==> config.mk <==
export PLATFORM = sky130hd
export DESIGN_NAME = clkdiv_bank
export DESIGN_NICKNAME = d
export VERILOG_FILES = /design/src/rtl/clkdiv_pkg.sv /design/src/rtl/clkdiv_regs.sv /design/src/rtl/clkdiv_lane.sv /design/src/rtl/clkdiv_bank.sv
export SDC_FILE = /design/constraint.sdc
export NUM_CORES = 1
export LEC_CHECK = 0
export ABC_CLOCK_PERIOD_IN_PS = 3300
export BUFFER_PORTS_ARGS = -buffer_cell sky130_fd_sc_hd__buf_2
export CAP_MARGIN = 5
export CORE_MARGIN = 5
export CORE_UTILIZATION = 63
export CTS_BUF_LIST = sky130_fd_sc_hd__clkbuf_4
export DETAILED_ROUTE_END_ITERATION = 16
export GPL_ROUTABILITY_DRIVEN = 1
export PLACE_DENSITY = 0.85
export SLEW_MARGIN = 0
export SYNTH_ARGS = -nofsm -noshare
export SYNTH_HDL_FRONTEND = slang
export SYNTH_SLANG_ARGS = --single-unit
==> constraint.sdc <==
create_clock -name clk_i -period 3.3 [get_ports clk_i]
set_input_delay 0.495 -clock clk_i [delete_from_list [all_inputs] [get_ports clk_i]]
set_output_delay 0.495 -clock clk_i [all_outputs]
set_load 0.1 [all_outputs]
==> src/rtl/clkdiv_pkg.sv <==
package clkdiv_pkg;
  localparam int unsigned CODE_W  = 4;
  localparam int unsigned MAX_DIV = 96;
  localparam int unsigned CNT_W   = $clog2(MAX_DIV);

  // divisor for a code; prohibited codes fall back to 2 (never committed)
  function automatic logic [7:0] div_of(input logic [CODE_W-1:0] code);
    case (code)
      4'd0:  div_of = 8'd2;
      4'd1:  div_of = 8'd3;
      4'd2:  div_of = 8'd4;
      4'd3:  div_of = 8'd6;
      4'd4:  div_of = 8'd8;
      4'd5:  div_of = 8'd12;
      4'd6:  div_of = 8'd16;
      4'd7:  div_of = 8'd18;
      4'd8:  div_of = 8'd24;
      4'd9:  div_of = 8'd32;
      4'd10: div_of = 8'd36;
      4'd11: div_of = 8'd48;
      4'd13: div_of = 8'd72;
      4'd14: div_of = 8'd96;
      default: div_of = 8'd2;
    endcase
  endfunction
endpackage

==> src/rtl/clkdiv_regs.sv <==
module clkdiv_regs
  import clkdiv_pkg::*;
#(
  parameter int unsigned N_OUT      = 5,
  parameter int unsigned DATA_W     = 32,
  parameter int unsigned ADDR_W     = 2,
  parameter int unsigned COMMIT_BIT = 31,
  parameter logic [N_OUT*8-1:0]  FIELD_OFFS = {8'd0, 8'd4, 8'd8, 8'd16, 8'd20},
  parameter logic [N_OUT*16-1:0] CODE_MASKS = {16'h677c, 16'h6fff, 16'h6fff, 16'h6fff, 16'h6fff}
) (
  input  logic                     clk_i,
  input  logic                     rst_ni,
  input  logic                     reg_we_i,
  input  logic [ADDR_W-1:0]        reg_addr_i,
  input  logic [DATA_W-1:0]        reg_wdata_i,
  output logic [DATA_W-1:0]        reg_rdata_o,
  output logic [N_OUT*CODE_W-1:0]  committed_o
);
  localparam logic [ADDR_W-1:0] A_STAGE = ADDR_W'(0);
  localparam logic [ADDR_W-1:0] A_CTRL  = ADDR_W'(1);

  logic [CODE_W-1:0] staged_q [N_OUT];
  logic [CODE_W-1:0] commit_q [N_OUT];
  logic              pending_q;

  wire wr_stage = reg_we_i && (reg_addr_i == A_STAGE);
  wire wr_ctrl  = reg_we_i && (reg_addr_i == A_CTRL);

  for (genvar k = 0; k < N_OUT; k++) begin : g_field
    localparam int unsigned OFF = int'(FIELD_OFFS[k*8 +: 8]);
    localparam logic [15:0] MSK = CODE_MASKS[k*16 +: 16];
    logic [CODE_W-1:0] wr_code;
    logic              ok;
    assign wr_code = reg_wdata_i[OFF +: CODE_W];
    assign ok      = MSK[wr_code];

    always_ff @(posedge clk_i or negedge rst_ni) begin
      if (!rst_ni) begin
        staged_q[k] <= '0;
        commit_q[k] <= '0;
      end else begin
        if (wr_stage && ok) staged_q[k] <= wr_code;
        if (pending_q)      commit_q[k] <= staged_q[k];
      end
    end

    assign committed_o[k*CODE_W +: CODE_W] = commit_q[k];

    AST_REJECT_KEEPS: assert property (@(posedge clk_i) disable iff (!rst_ni)
      (wr_stage && !ok) |=> $stable(staged_q[k]));
    AST_HOLD_UNTIL_COMMIT: assert property (@(posedge clk_i) disable iff (!rst_ni)
      !pending_q |=> $stable(commit_q[k]));
    AST_COMMIT_LOADS: assert property (@(posedge clk_i) disable iff (!rst_ni)
      $fell(pending_q) |-> (commit_q[k] == $past(staged_q[k])));
  end

  always_ff @(posedge clk_i or negedge rst_ni) begin
    if (!rst_ni)                             pending_q <= 1'b0;
    else if (pending_q)                      pending_q <= 1'b0;
    else if (wr_ctrl && reg_wdata_i[COMMIT_BIT]) pending_q <= 1'b1;
  end

  always_comb begin
    reg_rdata_o = '0;
    if (reg_addr_i == A_STAGE) begin
      for (int k = 0; k < N_OUT; k++)
        reg_rdata_o[int'(FIELD_OFFS[k*8 +: 8]) +: CODE_W] = staged_q[k];
    end else if (reg_addr_i == A_CTRL) begin
      reg_rdata_o[COMMIT_BIT] = pending_q;
    end
  end

  AST_COMMIT_SELF_CLEAR: assert property (@(posedge clk_i) disable iff (!rst_ni)
    pending_q |=> !pending_q);
  AST_ZERO_NO_COMMIT: assert property (@(posedge clk_i) disable iff (!rst_ni)
    (!pending_q && !(wr_ctrl && reg_wdata_i[COMMIT_BIT])) |=> !pending_q);
endmodule

==> src/rtl/clkdiv_lane.sv <==
module clkdiv_lane
  import clkdiv_pkg::*;
(
  input  logic              clk_i,
  input  logic              rst_ni,
  input  logic [CODE_W-1:0] code_i,
  output logic              en_o
);
  logic [CNT_W-1:0] cnt_q;
  logic [CNT_W-1:0] lim_q;
  logic [7:0]       nxt_div;

  wire wrap = (cnt_q == lim_q);
  assign nxt_div = div_of(code_i) - 8'd1;

  // ratio reloads only at period end
  always_ff @(posedge clk_i or negedge rst_ni) begin
    if (!rst_ni) begin
      cnt_q <= '0;
      lim_q <= CNT_W'(1);
    end else if (wrap) begin
      cnt_q <= '0;
      lim_q <= nxt_div[CNT_W-1:0];
    end else begin
      cnt_q <= cnt_q + CNT_W'(1);
    end
  end

  assign en_o = wrap;

  AST_SINGLE_PULSE: assert property (@(posedge clk_i) disable iff (!rst_ni)
    en_o |=> !en_o);
  AST_RATIO_HOLD: assert property (@(posedge clk_i) disable iff (!rst_ni)
    !en_o |=> $stable(lim_q));
  AST_CNT_BOUND: assert property (@(posedge clk_i) disable iff (!rst_ni)
    cnt_q <= lim_q);
endmodule

==> src/rtl/clkdiv_bank.sv <==
module clkdiv_bank
  import clkdiv_pkg::*;
#(
  parameter int unsigned N_OUT  = 5,
  parameter int unsigned DATA_W = 32,
  parameter int unsigned ADDR_W = 2,
  parameter logic [N_OUT*8-1:0]  FIELD_OFFS = {8'd0, 8'd4, 8'd8, 8'd16, 8'd20},
  parameter logic [N_OUT*16-1:0] CODE_MASKS = {16'h677c, 16'h6fff, 16'h6fff, 16'h6fff, 16'h6fff}
) (
  input  logic              clk_i,
  input  logic              rst_ni,
  input  logic              reg_we_i,
  input  logic [ADDR_W-1:0] reg_addr_i,
  input  logic [DATA_W-1:0] reg_wdata_i,
  output logic [DATA_W-1:0] reg_rdata_o,
  output logic [N_OUT-1:0]  div_en_o
);
  logic [N_OUT*CODE_W-1:0] committed;

  clkdiv_regs #(
    .N_OUT(N_OUT), .DATA_W(DATA_W), .ADDR_W(ADDR_W), .COMMIT_BIT(DATA_W-1),
    .FIELD_OFFS(FIELD_OFFS), .CODE_MASKS(CODE_MASKS)
  ) u_regs (
    .clk_i(clk_i), .rst_ni(rst_ni), .reg_we_i(reg_we_i), .reg_addr_i(reg_addr_i),
    .reg_wdata_i(reg_wdata_i), .reg_rdata_o(reg_rdata_o), .committed_o(committed)
  );

  for (genvar k = 0; k < N_OUT; k++) begin : g_lane
    clkdiv_lane u_lane (
      .clk_i(clk_i), .rst_ni(rst_ni),
      .code_i(committed[k*CODE_W +: CODE_W]), .en_o(div_en_o[k])
    );
  end
endmodule

**After elaboration in Yosys (flattened, before gate mapping)**

Memories as Yosys holds them, arrays and structs flattened.
Cells that the tools add are included.

- $add $sub $neg: 10
- Multiply operators: 0
- Divide/modulo/power cells: 0
- Order comparisons: 5
- Equality and inequality tests: 6
- Shift-type cells: 0
- Muxes and demuxes: 16
- Bitwise operators: 0
- Reduce and logical (&&, ||, !) cells: 9

Operators with widths:

| cell | number |
|---|---|
| $add A7 B1 Y7 const B | 5 |
| $eq A7 B7 Y1 | 5 |
| $mux W7 | 5 |
| $sub A7 B1 Y7 const B | 5 |
| $lt A4 B5 Y1 const B | 5 |
| $mux W12 | 1 |
| $mux W1 | 9 |
| $logic_and A1 B1 Y1 | 8 |
| $mux W8 | 1 |
| $eq A2 B1 Y1 const B | 1 |
| $logic_not A2 Y1 | 1 |

- Bits in registers: 111
- Bits in latches: 0
- RAM bits: 0
- ROM bits: 640
- Bits of input ports: 37
- Memories: 10

Memories:

| memory | depth | bits a word | rd ports | clocked after Yosys merged registers in | wr ports | line | text |
|---|---|---|---|---|---|---|---|
| (name not given) | 16 | 7 | 1 | 0 | 0 | clkdiv_pkg.sv:8 | `case (code)` |
| (name not given) | 16 | 7 | 1 | 0 | 0 | clkdiv_pkg.sv:8 |  |
| (name not given) | 16 | 7 | 1 | 0 | 0 | clkdiv_pkg.sv:8 |  |
| (name not given) | 16 | 7 | 1 | 0 | 0 | clkdiv_pkg.sv:8 |  |
| (name not given) | 16 | 7 | 1 | 0 | 0 | clkdiv_pkg.sv:8 |  |
| (name not given) | 16 | 1 | 1 | 0 | 0 | clkdiv_regs.sv:35 | `assign ok = MSK[wr_code];` |
| 4 more memories | n/a | n/a | n/a | n/a | n/a | n/a |  |

**Depth between registers and ports, before layout**

- Depth after elaboration: 5
- Gate-level depth with buffers: 9

**Cells and area by module**

From an unflattened synthesis, not the netlist that was laid out.

- Cells, all modules: 673
- Area, all modules: 6971.7 um^2

By module, submodules not included:

| module | times used | cells an instance | area each (um^2) |
|---|---|---|---|
| clkdiv_lane (g_lane[0].u_lane ...) | 3 | 99 | 977.2 |
| clkdiv_regs | 1 | 180 | 2062.0 |
| clkdiv_lane (g_lane[4].u_lane) | 1 | 101 | 992.2 |
| clkdiv_lane (g_lane[1].u_lane) | 1 | 95 | 985.9 |

**Least setup slack after synthesis**

Ideal clock, no wire load.

- Kind: register -> output
- Start: reg g_lane[0].u_lane.lim_q[0]
- End: out div_en_o[0]
- Data arrival time: 1.894 ns
- Data required time: 2.805 ns
- Setup slack: 0.911 ns
- Stages on the path, launching flop included: 6
- Path buffers: 2
- Path through: dfstp_2 > xnor2_1 > nand4_1 > nor4_2 > clkbuf_1 > buf_4

- Word-level cells in the longest chain between the ends: 1

RTL lines:

| element | line | text |
|---|---|---|
| start: declaration | clkdiv_lane.sv:10 | `logic [CNT_W-1:0] lim_q;` |
| start signal: assignment | clkdiv_lane.sv:23 | `lim_q <= nxt_div[CNT_W-1:0];` |
| $eq A7 B7 Y1 | clkdiv_lane.sv:13 | `wire wrap = (cnt_q == lim_q);` |
| end: declaration | clkdiv_bank.sv:16 | `output logic [N_OUT-1:0] div_en_o` |

Every way passes these cells.

**Final worst setup path**

- Start: reg g_lane[4].u_lane.lim_q[0]
- End: out div_en_o[4]

- Word-level cells in the longest chain between the ends: 1

RTL lines:

| element | line |
|---|---|
| start: declaration | clkdiv_lane.sv:10 |
| start signal: assignment | clkdiv_lane.sv:23 |
| $eq A7 B7 Y1 | clkdiv_lane.sv:13 |

Every way passes these cells.

==> impl_results.md <==
* Count of pins over their slew limit at 0
* CTS clock-pin slew for the worst setup and hold paths at 0.15 ns
* Status: complete, no violations
* Crit Path Max Fanout at 6
* Min Clock Period, post-route at 2.56 ns
* Net count, final at 799
* CTS Hold Bufs at 0
* Die ar. at 12700 sq um
* First-pass GRT wire length at 22800 microns
* Largest area contributor in the netlist: dfrtp_1
* Final-report hold violation count at 0
* Max Cap Viol at 0
* Max_slew headroom at 44.7%
* CP arrival at 2.06 ns
* GRT met3 Usage at 5.99%
* Area of the multi-input gates at 3590 sq um
* Worst min-delay path class: in2async
* Worst Max-Slew Pin Slew at 0.827 ns
* Via count at 4955
* Setup bufs post-CTS at 0
* Crit end category: output port
* Total Routed Length at 13000 microns
* Peak VDD IR at 362 uV
* Mapped Cells at 691
* Share of the synthesized area in the top cell type at 39.9%
* Sequential area share after synthesis at 41.9%
* Root Driver: clkbuf_4
* Crit start category: register
* Hold_ws at 0.0412 ns
* Seq pwr share at 46.2%
* Worst path depth at 5
* Latest clock arrival within the worst-skew pair at 0.48 ns
* Number of global-route vias before repair at 5083
* Combinational power share at 42.8%
* Routed Antenna Nets at 0
* Reg2Reg Depth at 7
* Synthesis-stage register bit count at 111
* Drc violations at 0
* WS Path Type: reg2out
* Placer Congestion at 0.883
* FFs w/ async S/R, synth at 100%
* Die Height at 113 microns
* Largest net degree at the start of global routing at 59
* Register area at 2780 sq um
* Critical path buffers and inverters at 2
* Sink Count at 111
* TNS Setup at 0 ns
* Syn avg cell area at 9.63 sq um
* Dominant synthesized flop cell: dfrtp_1
* Most numerous cell in the Yosys netlist: dfrtp_1
* Critical Path RT at 2.80 ns
* Via/cell ratio at 5.70
* # IOs at 74
* Setup-failing EPs final at 0
* # diodes at 0
* Post-Syn Area at 6650 sq um
* CP delay by family, top: flip-flops
* Layout area overhead at 6.26%
* Cell Int Power at 3.12 mW
* Die Wd at 113 microns
* Detail Placement HPWL at 9880 microns
* Worst path max stage delay at 0.57 ns
* Cell-by-cell listing of the critical path: xnor2_1 -> nand4_1 -> or2_1 -> inv_1 -> buf_2
* Starting Density at 64.4%
* Number of flops mapped to enable cells by yosys at 0
* Rows at 37
* Cts repair resizes at 0
* Max Fclk at 391 MHz
* Met2 global-route usage at 39.0%
* Most frequent cells after synthesis: dfrtp_1 (106), nor2_1 (66), xnor2_1 (59), a21oi_1 (38), nand2_1 (38)
* GR Overflow Total at 0
* RSZ-0062 raised after global routing: false
* Clock power frac at 11.0%
* CTS tree: done
* Initial DRC count at 184
* Distinct cells, synth at 61
* Buffers on Ports at 51
* CTS HTree Levels at 3
* Psw at 2.21 mW
* GR Util All Layers at 21.8%
* Clock skew at 0.0107 ns
* Core region area at 10300 sq um
* Finished Core Util at 68.5%
* Filler cells at 800
* Met1 Usage GRT at 24.8%
* Buffer depth of the longest clock path at 2
* Pre-antenna DRT Iters at 4
* Yosys warns at 0
* Leak at 3.05 nW
* Gr busiest metal: met2
* Layout cells sized above 1 at 15.7%
* CTS Buf Count at 9
* Tcrit/Tclk final at 77.5%
* Largest cells by area after synthesis: dfrtp_1 (40%), xnor2_1 (7.8%), ha_1 (6.4%)
* Switching portion of total power at 41.5%
* Slowest-stage cell, CP: dfstp_2
* Initial antenna violation count at 4
* Routed WL per cell at 15.0 microns
* PwrDens at 754 nW/um^2
* Power Total at 5.33 mW
-- path summary, 6_finish.rpt --
check,start,end,slack (ns)
min in group clk_i,reg_addr_i[1],u_regs.pending_q,0.17
max in group asynchronous,rst_ni,g_lane[2].u_lane.lim_q[0],2.48
worst min-delay path,rst_ni,u_regs.staged_q[4],0.04
worst max register to register,u_regs.committed_o[17],g_lane[4].u_lane.lim_q[6],0.97
worst max-delay path,g_lane[4].u_lane.lim_q[0],div_en_o[4],0.74
worst min register to register,g_lane[3].u_lane.cnt_q[0],g_lane[3].u_lane.cnt_q[0],0.52
-- logic make-up (layout without fill, tap and decap cells) --
logic type / after synthesis / in the layout / synth area share [%]
mux: 31 / 31 / 5.14
buf+inv: 65 / 97 / 4.68
xor+xnor: 84 / 84 / 11.1
other cells: 1 / 11 / 0.0564
fa+ha+maj: 34 / 34 / 6.40
simple gates: 232 / 232 / 18.3
flops: 111 / 111 / 41.9
compound gates: 133 / 133 / 12.5
-- state kept, by name, summed over array words and instances (netlist names) --
| name | flops |
|---|---|
| g_lane.u_lane.cnt_q | 35 |
| g_lane.u_lane.lim_q | 35 |
| u_regs.committed_o | 20 |
| u_regs.pending_q | 1 |
| u_regs.staged_q | 20 |
-- layout make-up --
cell class / count / share of cell area [%]
repair buffers: 59 / 4.67
clock inverters: 5 / 0.354
well taps: 136 / 2.41
clock buffers: 11 / 1.17
inverters: 22 / 1.17
multi-input cells: 525 / 50.8
flip-flops and latches: 111 / 39.4
-- cells in the final DEF (no fill, tap or decap), types with 4 or more instances in the layout --
cell,synthesis,routed
mux2i_1,6,6
xor2_1,25,25
nor3_1,6,6
o21ai_1,6,6
nand2_1,38,38
o22ai_1,9,9
a31oi_1,8,8
o22a_1,9,9
clkbuf_4,0,11
nand3_1,21,21
buf_4,18,8
dfrtp_1,106,106
and3_1,5,5
o21ai_0,30,30
conb_1,1,11
ha_1,34,34
a211oi_1,4,4
and2_1,26,26
nand2b_1,6,6
nand3b_1,6,6
dfstp_2,5,5
o211ai_1,4,4
nand4_1,7,7
mux2_2,23,23
xnor2_1,59,59
nor2_1,66,66
or2_2,8,8
buf_2,0,50
nor3b_1,8,8
inv_1,22,22
nor2b_1,20,20
a21oi_1,38,38
-- metrics by stage --
stage / area [sq um] / std cells / setup WS, ns
2_1_floorplan: 6690 / 701 / 0.911
3_3_place_gp: 6960 / 853 / 1.11
3_5_place_dp: 6960 / 853 / 1.01
4_1_cts: 7070 / 869 / 0.697
5_1_grt: 7070 / 869 / 0.581
6_report: 7070 / 869 / 0.743
-- metal layers --
metal / wire length [microns] / up-vias
met5: 64 / -
met1: 5320 / 2382
met2: 6680 / 108
met4: 275 / 8
li1: - / 2428
met3: 679 / 29
-- power groups by stage --
stage | logic [mW] | clock network [mW] | registers, mW
final | 2.28 | 0.587 | 2.46
after CTS | 2.29 | 0.607 | 2.46
after detailed placement | 2.28 | 0 | 2.49
after floorplan | 2.03 | 0 | 2.25
after global placement | 2.15 | 0 | 2.45
after global routing | 2.55 | 0.664 | 2.55
-- worst register-to-register path, cell delays in order (launching register included) --
cell and delay, ns:
dfrtp_1 0.53, inv_1 0.18, ha_1 0.42, o32a_1 0.20, ha_1 0.20, o311ai_1 0.18
a311o_1 0.38, a31oi_1 0.18
(Power assumes the default switching activity.)
